--- src/rtl/mbox_pkg.sv ---
package mbox_pkg;
  typedef enum logic [2:0] {
    ST_IDLE,
    ST_WDATA,
    ST_ISSUE,
    ST_WAIT,
    ST_RESP
  } state_e;

  localparam int OPC_READ   = 'h01;
  localparam int OPC_WRITE  = 'h10;
  localparam int STAT_OK    = 0;
  localparam int STAT_BADOP = 1;
endpackage

--- src/rtl/mbox_cmd_dec.sv ---
module mbox_cmd_dec #(
  parameter int DATA_W = 32,
  parameter int ADDR_W = 24
) (
  input  logic [DATA_W-1:0] cmd_i,
  output logic              is_rd_o,
  output logic              is_wr_o,
  output logic [ADDR_W-1:0] addr_o
);
  import mbox_pkg::*;
  localparam int OP_W = DATA_W - ADDR_W;

  logic [OP_W-1:0] op;
  assign op      = cmd_i[DATA_W-1:ADDR_W];
  assign addr_o  = cmd_i[ADDR_W-1:0];
  assign is_rd_o = (op == OP_W'(OPC_READ));
  assign is_wr_o = (op == OP_W'(OPC_WRITE));
endmodule

--- src/rtl/mbox_resp_q.sv ---
module mbox_resp_q #(
  parameter int DATA_W = 32,
  parameter int DEPTH  = 2,
  localparam int CNT_W = $clog2(DEPTH + 1)
) (
  input  logic                          clk_i,
  input  logic                          rst_ni,
  input  logic                          load_i,
  input  logic [CNT_W-1:0]              load_cnt_i,
  input  logic [DEPTH-1:0][DATA_W-1:0]  load_data_i,
  input  logic                          pop_i,
  output logic [DATA_W-1:0]             head_o,
  output logic                          nonempty_o
);
  logic [DEPTH-1:0][DATA_W-1:0] slot_q;
  logic [CNT_W-1:0]             cnt_q;

  always_ff @(posedge clk_i or negedge rst_ni) begin
    if (!rst_ni) cnt_q <= '0;
    else if (load_i) cnt_q <= load_cnt_i;
    else if (pop_i && cnt_q != '0) cnt_q <= cnt_q - 1'b1;
  end

  for (genvar i = 0; i < DEPTH; i++) begin : g_slot
    always_ff @(posedge clk_i or negedge rst_ni) begin
      if (!rst_ni) slot_q[i] <= '0;
      else if (load_i) slot_q[i] <= load_data_i[i];
      else if (pop_i) begin
        if (i == DEPTH - 1) slot_q[i] <= '0;
        else slot_q[i] <= slot_q[(i+1)%DEPTH];
      end
    end
  end

  assign head_o     = slot_q[0];
  assign nonempty_o = (cnt_q != '0);
endmodule

--- src/rtl/mbox_bridge.sv ---
module mbox_bridge #(
  parameter int DATA_W = 32,
  parameter int ADDR_W = 24
) (
  input  logic              clk_i,
  input  logic              rst_ni,
  input  logic              host_wr_i,
  input  logic              host_rd_i,
  input  logic              host_sel_i,
  input  logic [DATA_W-1:0] host_wdata_i,
  output logic [DATA_W-1:0] host_rdata_o,
  output logic              bus_req_o,
  output logic              bus_we_o,
  output logic [ADDR_W-1:0] bus_addr_o,
  output logic [DATA_W-1:0] bus_wdata_o,
  input  logic [DATA_W-1:0] bus_rdata_i,
  input  logic              bus_ack_i
);
  import mbox_pkg::*;
  localparam int QDEPTH = 2;
  localparam int CNT_W  = $clog2(QDEPTH + 1);

  state_e            state_q, state_d;
  logic              we_q;
  logic [ADDR_W-1:0] addr_q;
  logic [DATA_W-1:0] wdata_q;
  logic              dec_rd, dec_wr;
  logic [ADDR_W-1:0] dec_addr;
  logic              wr_xfer, rd_xfer, ready, pop, load;
  logic [CNT_W-1:0]  load_cnt;
  logic [QDEPTH-1:0][DATA_W-1:0] load_data;
  logic [DATA_W-1:0] head;

  assign wr_xfer = host_wr_i && !host_sel_i;
  assign rd_xfer = host_rd_i && !host_sel_i;
  assign pop     = rd_xfer && ready;

  mbox_cmd_dec #(.DATA_W(DATA_W), .ADDR_W(ADDR_W)) dec_i (
    .cmd_i   (host_wdata_i),
    .is_rd_o (dec_rd),
    .is_wr_o (dec_wr),
    .addr_o  (dec_addr)
  );

  always_comb begin
    state_d   = state_q;
    load      = 1'b0;
    load_cnt  = CNT_W'(1);
    load_data = '0;
    case (state_q)
      ST_IDLE: if (wr_xfer) begin
        if (dec_rd) state_d = ST_ISSUE;
        else if (dec_wr) state_d = ST_WDATA;
        else begin
          load         = 1'b1;
          load_data[0] = DATA_W'(STAT_BADOP);
          state_d      = ST_RESP;
        end
      end
      ST_WDATA: if (wr_xfer) state_d = ST_ISSUE;
      ST_ISSUE, ST_WAIT: begin
        if (bus_ack_i) begin
          load         = 1'b1;
          load_cnt     = we_q ? CNT_W'(1) : CNT_W'(2);
          load_data[0] = DATA_W'(STAT_OK);
          load_data[1] = we_q ? '0 : bus_rdata_i;
          state_d      = ST_RESP;
        end else begin
          state_d = ST_WAIT;
        end
      end
      ST_RESP: if (!ready) state_d = ST_IDLE;
      default: state_d = ST_IDLE;
    endcase
  end

  always_ff @(posedge clk_i or negedge rst_ni) begin
    if (!rst_ni) begin
      state_q <= ST_IDLE;
      we_q    <= 1'b0;
      addr_q  <= '0;
      wdata_q <= '0;
    end else begin
      state_q <= state_d;
      if (state_q == ST_IDLE && wr_xfer) begin
        we_q   <= dec_wr;
        addr_q <= dec_addr;
      end
      if (state_q == ST_WDATA && wr_xfer) wdata_q <= host_wdata_i;
    end
  end

  mbox_resp_q #(.DATA_W(DATA_W), .DEPTH(QDEPTH)) q_i (
    .clk_i       (clk_i),
    .rst_ni      (rst_ni),
    .load_i      (load),
    .load_cnt_i  (load_cnt),
    .load_data_i (load_data),
    .pop_i       (pop),
    .head_o      (head),
    .nonempty_o  (ready)
  );

  assign bus_req_o    = (state_q == ST_ISSUE);
  assign bus_we_o     = we_q;
  assign bus_addr_o   = addr_q;
  assign bus_wdata_o  = wdata_q;
  assign host_rdata_o = host_sel_i ? DATA_W'(ready) : (ready ? head : '0);
endmodule

--- config.mk ---
export PLATFORM = sky130hd
export DESIGN_NAME = mbox_bridge
export DESIGN_NICKNAME = d
export VERILOG_FILES = /design/src/rtl/mbox_pkg.sv /design/src/rtl/mbox_cmd_dec.sv /design/src/rtl/mbox_resp_q.sv /design/src/rtl/mbox_bridge.sv
export SDC_FILE = /design/constraint.sdc
export NUM_CORES = 1
export LEC_CHECK = 0
export CAP_MARGIN = 5
export CORE_MARGIN = 1
export CORE_UTILIZATION = 30
export CTS_CLUSTER_SIZE = 8
export DETAILED_ROUTE_END_ITERATION = 12
export DONT_BUFFER_PORTS = 1
export GPL_ROUTABILITY_DRIVEN = 0
export REMOVE_ABC_BUFFERS = 1
export SKIP_LAST_GASP = 1
export SYNTH_ARGS = -nofsm -noshare
export SYNTH_HDL_FRONTEND = slang
export SYNTH_HIERARCHICAL = 1
export SYNTH_SLANG_ARGS = --single-unit
export TNS_END_PERCENT = 100
--- constraint.sdc ---
create_clock -name clk_i -period 2.22 [get_ports clk_i]
set_input_delay 0.222 -clock clk_i [delete_from_list [all_inputs] [get_ports clk_i]]
set_output_delay 0.222 -clock clk_i [all_outputs]
set_load 0.02 [all_outputs]
==> run_results.csv, run 1 <==
group,metric,value,unit
run_status,status,"finished with violations",
run_status,failed_checks,"negative hold slack",
route,antenna_left,0,
clocking,clockBufferDepth,2,
sta,slew_headroom,59.72,%
logic_synthesis,synth-simple-area-share,16.37,%
die,die_width,147.5,um
clocking,clk_latency,0.42,ns
global_route,antenna_found_initial,1,
logic_synthesis,ys_ff_latch,126,
power,power_density,1326,nW/um^2
cells_and_area,drive_gt1_share,20.03,%
worst_setup_path,rr_worst_depth,7,
sta,fin_crit,2.124,ns
route,vias_per_cell,4.437,
logic_synthesis,synth_top_cell_by_area,"dfrtp_1",
route,drc,0,
cells_and_area,nets,647,
die,core,20490,um^2
logic_synthesis,synth_top_family_by_area,"multiplexers",
worst_hold_path,hold_path_class,"in2async",
logic_synthesis,syn_avg_cell_area,11.12,um^2
worst_setup_path,worst-path-max-fanout,40,
die,initial_core_util,30.99,%
global_route,overflow,0,
sta,fin_skew,0.009567,ns
worst_setup_path,r2r_start,"state_q[0]$_DFFE_PN0P_",
global_route,track_usage,12.57,%
logic_synthesis,yosys-top-cells-count,"dfrtp_1 (126), nand2_1 (67), and2_1 (64), buf_4 (59), o21ai_0 (43)",
sta,fmax,470.9,MHz
sta,hold_violations,126,
sta,period_share,95.65,%
worst_setup_path,cp.arrival,2.42,ns
logic_synthesis,yosys.area.top_type_share,49.65,%
global_route,grt_pass1_wl,21.11,mm
logic_synthesis,async_flop_share,100.0,%
worst_setup_path,cp.required,2.52,ns
clocking,clk_pin_slew_worst_paths,0.07,ns
route,totalWireLength,13.28,mm
logic_synthesis,synth_edf_count,0,
die,num_rows,52,
power,leakage,3.172,nW
route,vias,3816,
worst_setup_path,crit_path_start,"state_q[0]$_DFFE_PN0P_",
job,maxCapViolations,0,
logic_synthesis,synth_area_leaders,"dfrtp_1 (50%), mux2_4 (7.1%), buf_4 (7.0%), and2_1 (6.3%), mux2i_1 (5.0%)",
sta,slew_violations,0,
place,dp_hpwl,8.569,mm
place,place_ws,-0.004286,ns
sta,hold_slack,-0.5051,ns
clocking,cts_hold_buf,33,
die,die_area,21760,um^2
sta,setup_viol,0,
global_route,grt_pass1_vias,4037,
route,detail_route.wl_per_cell,15.44,um
sta,final.setup.tns,0,ns
worst_setup_path,r2r_setup_slack,0.1,ns
logic_synthesis,synth_top_flop_cell,"dfrtp_1",
logic_synthesis,synth_cells,571,
logic_synthesis,syn_area,6351,um^2
route,dr.pass1.iters,4,
power,ir_drop,0.7608,mV
sta,rsz0062_at_grt,"true",
cells_and_area,area_delta_synth_final,14.58,%
clocking,cts_buffers,17,
sta,worstMarginPinSlew,0.6042,ns
logic_synthesis,synthAdderAreaFrac,0.1970,%
worst_setup_path,critPathLaunchType,"flip-flop",
clocking,root_buffer,"clkbuf_16",
route,drtIter0Drc,135,
logic_synthesis,synth.mux.area_fraction,16.92,%
sta,worst_slack,0.09646,ns
worst_setup_path,r2r-end,"q_i/slot_q[63]$_DFFE_PN0P_",
logic_synthesis,synth_xor_area_share,0,%
worst_setup_path,endpoint,"q_i/slot_q[63]$_DFFE_PN0P_",
worst_setup_path,worst_setup_path_end_kind,"flip-flop",
die,die_h,147.5,um
place,port_buffers,0,
logic_synthesis,yosysMostFrequentCell,"dfrtp_1",
clocking,cts.sinks,126,
die,pin_count,160,
global_route,grt_max_degree,127,
clocking,cts_tree,"yes",
clocking,htree_num_levels,4,
logic_synthesis,synth_cell_types,40,
logic_synthesis,yosys_warnings,6,
logic_synthesis,seq_area_frac_synth,49.65,%
worst_setup_path,crit_type,"reg2reg",
logic_synthesis,synth_compound_area_share,6.166,%
per-layer routing:
metal  share of wire (%)  GRT usage [%]
met4                 1.1          4.948
met3                 8.6          5.154
met2                  47          20.28
met5                   0              0
met1                  43          14.87
registers in the layout, summed over array words and instances, names as in the netlist:
| register | flops |
|---|---|
| state_q | 3 |
| q_i/head_o | 32 |
| q_i/cnt_q | 2 |
| bus_we_o | 1 |
| bus_addr_o | 24 |
| q_i/slot_q | 32 |
| bus_wdata_o | 32 |
critical path, cell delays in order (launching register included):
cell and delay, ns:
dfrtp_1 0.38, nor2_1 0.17, or4b_2 0.68, a21oi_4 0.20, buf_12 0.14, buf_12 0.17
nor2_1 0.07, a22o_1 0.20
placed cells by master (no fill, tap or decap), types with 2 or more instances in the layout:
cell type and count:
clkinvlp_4 2, clkinv_4 3, or4b_1 2, nor4_1 2
inv_6 7, dlygate4sd3_1 33, nand2b_1 34, mux2_4 30
inv_1 4, o21ai_1 22, dfrtp_1 126, and2_1 58
conb_1 31, o21ai_0 43, buf_12 5, and2_2 5
mux2_2 26, nand2_1 67, nor2_1 4, buf_4 8
mux2i_1 32, clkbuf_16 18
cell type report:
class,instances,area [um^2]
Fill cell,2014,13220
Sequential cell,126,3153
Multi-Input combinational cell,379,2655
Timing Repair Buffer,48,530.5
Clock buffer,18,439.2
Tap cell,270,337.8
Clock inverter,14,143.9
Inverter,4,15.01
Antenna cell,1,2.502
power by group:
group	internal [mW]	switching [mW]
clock	1.61	1.15
combinational	1.31	1.18
sequential	3.16	1.24
total	6.08	3.57
worst min path at each step:
stage,start,to,slack [ns],depth (start not counted)
2_1_floorplan,rst_ni,bus_addr_o[0]$_DFFE_PN0P_,-0.07,0
3_3_place_gp,rst_ni,bus_wdata_o[24]$_DFFE_PN0P_,-0.07,0
4_1_cts,rst_ni,bus_addr_o[9]$_DFFE_PN0P_,-0.53,0
3_5_place_dp,rst_ni,bus_wdata_o[25]$_DFFE_PN0P_,-0.07,0
6_report,rst_ni,bus_wdata_o[24]$_DFFE_PN0P_,-0.51,0
5_1_grt,rst_ni,bus_wdata_o[27]$_DFFE_PN0P_,-0.54,0
per-stage QoR:
stage	power [mW]	instance area [um^2]	utilization (%)	hold WS, ns	std cells
final	9.652	7277	35.51	-0.5051	860
after global routing	10.19	7277	35.51	-0.5363	860
after CTS	9.688	7219	35.23	-0.5256	857
after detailed placement	6.807	6302	30.75	-0.07084	792
after global placement	6.695	6302	30.75	-0.07023	792
after floorplan	6.170	5803	-	-0.07359	509
cell families (layout without fill, tap and decap cells):
logic type | count (synthesis) | count (layout)
buffers and inverters | 96 | 84
adders and majority gates | 1 | 1
and+or+nand+nor | 185 | 185
muxes | 89 | 89
DFF | 126 | 126
AOI/OAI and AO/OA | 73 | 73
other | 1 | 32
what timing repair did:
action,4_1_cts,5_1_grt
gates cloned,0,1
endpoints found under the setup margin,31,51
pin swaps,0,1
buffers inserted,0,1
gates resized for setup,1,6
hold endpoints to repair,183,126
Power figures use the tool's default switching activity.
==> inputs of run 2 (changes only) <==
- ABC_AREA: default -> 1
- clock period: 2.22 -> 1.88 ns (I/O delays scaled with it)
==> run 2 against run 1 <==
The flow still finishes with violations (negative hold slack). Highest routed layer unchanged. Area after synthesis fell by 1.0%. Clock skew rose by 0.0024 ns. Register-to-register slack improved by 0.14 ns. Sequential cell count did not move. Total power barely moved. Clock power rose by 25%. Synthesized cell count rose by 44%. Die area fell by 0.99%. Critical path depth did not move. Sequential power fell by 11%. Worst hold slack got worse by 0.035 ns. Largest cell class unchanged. Largest power group unchanged. Global-route usage rose by 2.8 points.
==> run_results.csv, run 2 <==
group,metric,value,unit
die,die_width,146.8,um
clocking,cts_hold_buf,61,
run_status,status,"finished with violations",
global_route,grt_pass1_vias,4851,
power,leakage,4.200,nW
global_route,grt.met2_usage,24.19,%
cells_and_area,stdcell_count,1166,
global_route,grt_pass1_wl,25.76,mm
clocking,clk_pin_slew_worst_paths,0.06,ns
sta,slew_violations,0,
route,dr.pass1.iters,4,
place,port_buffers,0,
cells_and_area,multi_input_area,2402,um^2
global_route,track_usage,15.38,%
sta,fmax,555.1,MHz
global_route,grt_max_degree,127,
worst_setup_path,cp.arrival,1.61,ns
cells_and_area,diodes,0,
logic_synthesis,syn_avg_cell_area,7.658,um^2
logic_synthesis,syn_area,6287,um^2
sta,worstMarginPinSlew,0.5190,ns
place,place_ws,0.1775,ns
clocking,cts.sinks,126,
clocking,cts_tree,"yes",
sta,hold_slack,-0.5404,ns
route,detail_route.wl_per_cell,13.56,um
run_status,failed_checks,"negative hold slack",
die,num_rows,52,
cells_and_area,layout_common_cells,"nand2_1 (385), dfrtp_1 (126), nand3_1 (71)",
global_route,grt.busiest_layer,"met2",
die,pin_count,160,
power,clkPwrFrac,35.8,%
worst_setup_path,cp.required,1.69,ns
cells_and_area,drive_gt1_share,11.83,%
cells_and_area,nets,954,
power,combPwrFrac,23.5,%
route,totalWireLength,15.82,mm
power,seqPwrFrac,40.7,%
global_route,grt_use_met1,18.78,%
cells_and_area,layout_commonest_cell,"nand2_1",
global_route,gr-usage-met3,4.441,%
clocking,htree_num_levels,4,
logic_synthesis,synth_top_flop_cell,"dfrtp_1",
die,die_area,21540,um^2
route,antenna_left,0,
place,dp_hpwl,10.21,mm
logic_synthesis,synth_cell_types,22,
clocking,cts_buffers,17,
power,power_density,1237,nW/um^2
global_route,overflow,0,
power,ir_drop,0.6591,mV
logic_synthesis,synth_edf_count,0,
cells_and_area,nFillCells,2081,
sta,setup_viol,0,
logic_synthesis,synth_area_leaders,"dfrtp_1 (50%), nand2_1 (23%), buf_4 (7.9%), nand3_1 (5.7%), nor2_1 (4.4%)",
worst_setup_path,critPathLaunchType,"flip-flop",
global_route,antenna_found_initial,0,
logic_synthesis,async_flop_share,100.0,%
place,dp_cells,1071,
sta,period_share,95.82,%
sta,rsz0062_at_grt,"false",
cells_and_area,final-seq-area,3153,um^2
power,swShare,33.60,%
clocking,root_buffer,"clkbuf_16",
sta,fin_crit,1.801,ns
worst_setup_path,worst_setup_path_end_kind,"primary output",
sta,fin_skew,0.01200,ns
power,p_int,6.412,mW
logic_synthesis,yosys.area.top_type_share,50.15,%
sta,slew_headroom,65.28,%
die,initial_core_util,30.87,%
worst_hold_path,hold_path_class,"in2async",
die,core,20360,um^2
sta,final.setup.tns,0,ns
logic_synthesis,ys_ff_latch,126,
sta,worst_slack,0.07858,ns
logic_synthesis,yosysMostFrequentCell,"nand2_1",
job,maxCapViolations,0,
route,vias_per_cell,4.302,
route,vias,5016,
logic_synthesis,yosys-top-cells-count,"nand2_1 (386), dfrtp_1 (126), nor2_1 (73), nand3_1 (71), buf_4 (66)",
logic_synthesis,synth_cells,821,
cells_and_area,area_delta_synth_final,24.16,%
power,power_switching,3.245,mW
logic_synthesis,yosys_warnings,6,
logic_synthesis,seq_area_frac_synth,50.15,%
worst_setup_path,crit_type,"reg2out",
die,die_h,146.8,um
route,drtIter0Drc,344,
worst_setup_path,worst-path-max-fanout,6,
route,drc,0,
sta,hold_violations,126,
clocking,cts_setup_buffers,0,
clocking,clk_latency,0.43,ns
clocking,clockBufferDepth,2,
logic_synthesis,synth_top_cell_by_area,"dfrtp_1",
run 2: path summary, 6_finish.rpt:
path / start / end / slack (ns) / cells past startpoint
min in group clk_i: bus_rdata_i[22] / q_i/slot_q[54]$_DFFE_PN0P_ / 0 / 4
min: rst_ni / bus_wdata_o[30]$_DFFE_PN0P_ / -0.54 / 0
min reg2reg: q_i/slot_q[63]$_DFFE_PN0P_ / q_i/slot_q[63]$_DFFE_PN0P_ / 0.47 / 2
max in group asynchronous: rst_ni / q_i/slot_q[49]$_DFFE_PN0P_ / 2.20 / 0
max reg2reg: state_q[2]$_DFFE_PN0P_ / q_i/cnt_q[0]$_DFFE_PN0P_ / 0.24 / 8
max: q_i/cnt_q[0]$_DFFE_PN0P_ / host_rdata_o[10] / 0.08 / 7
run 2: timing repair:
| item | in CTS | in global routing |
|---|---|---|
| endpoints found under the setup margin | 8 | 32 |
| hold endpoints to repair | 211 | 126 |
| gates cloned | 0 | 2 |
| pin swaps | 0 | 3 |
| resized for setup | 3 | 12 |
run 2: routing by layer:
metal	up-vias	wire, um	part of all wire (%)
met5	-	0	0
met4	0	581	3.7
met3	38	890	5.6
met2	124	7525	48
met1	2335	6818	43
li1	2519	-	-
run 2: metrics by stage:
stage / total power, mW / hold WS (ns) / instance area (um^2) / util (%)
after global placement: 5.880 / -0.1048 / 6472 / 31.78
after floorplan: 5.043 / -0.1076 / 5695 / -
final: 9.657 / -0.5404 / 7806 / 38.33
after CTS: 9.530 / -0.5636 / 7711 / 37.87
after detailed placement: 5.921 / -0.1047 / 6472 / 31.78
after global routing: 10.17 / -0.5605 / 7806 / 38.33
run 2: final cells by class:
type / count / area share [%]
sequential: 126 / 40.39
multi-input combinational: 580 / 30.77
timing repair buffer: 111 / 14.23
clock buffer: 17 / 5.450
tap: 270 / 4.328
clock inverter: 15 / 2.500
inverter: 47 / 2.324
run 2: logic make-up (layout without fill, tap and decap cells):
group / Yosys count / after routing / share of synthesized area (%)
AOI/OAI and AO/OA: 4 / 4 / 0.3582
adders and majority gates: 1 / 1 / 0.1990
buffers and inverters: 145 / 190 / 14.01
DFF: 126 / 126 / 50.15
other: 1 / 31 / 0.05964
and+or+nand+nor: 544 / 544 / 35.22
run 2: power by group through the flow:
| stage | combinational [mW] | clock, mW | sequential [mW] |
|---|---|---|---|
| after floorplan | 1.20 | 0 | 3.85 |
| after global placement | 1.91 | 0 | 3.97 |
| after detailed placement | 1.93 | 0 | 3.99 |
| after CTS | 2.06 | 3.53 | 3.95 |
| after global routing | 2.53 | 3.65 | 3.99 |
| final | 2.27 | 3.45 | 3.93 |
run 2: worst max-delay path, cell delays in order, from the launching register on:
cell and delay [ns]:
dfrtp_1 0.37, inv_1 0.08, ha_4 0.16, clkinv_4 0.09, buf_12 0.13, nand2_1 0.05
nor2_1 0.14, buf_4 0.17
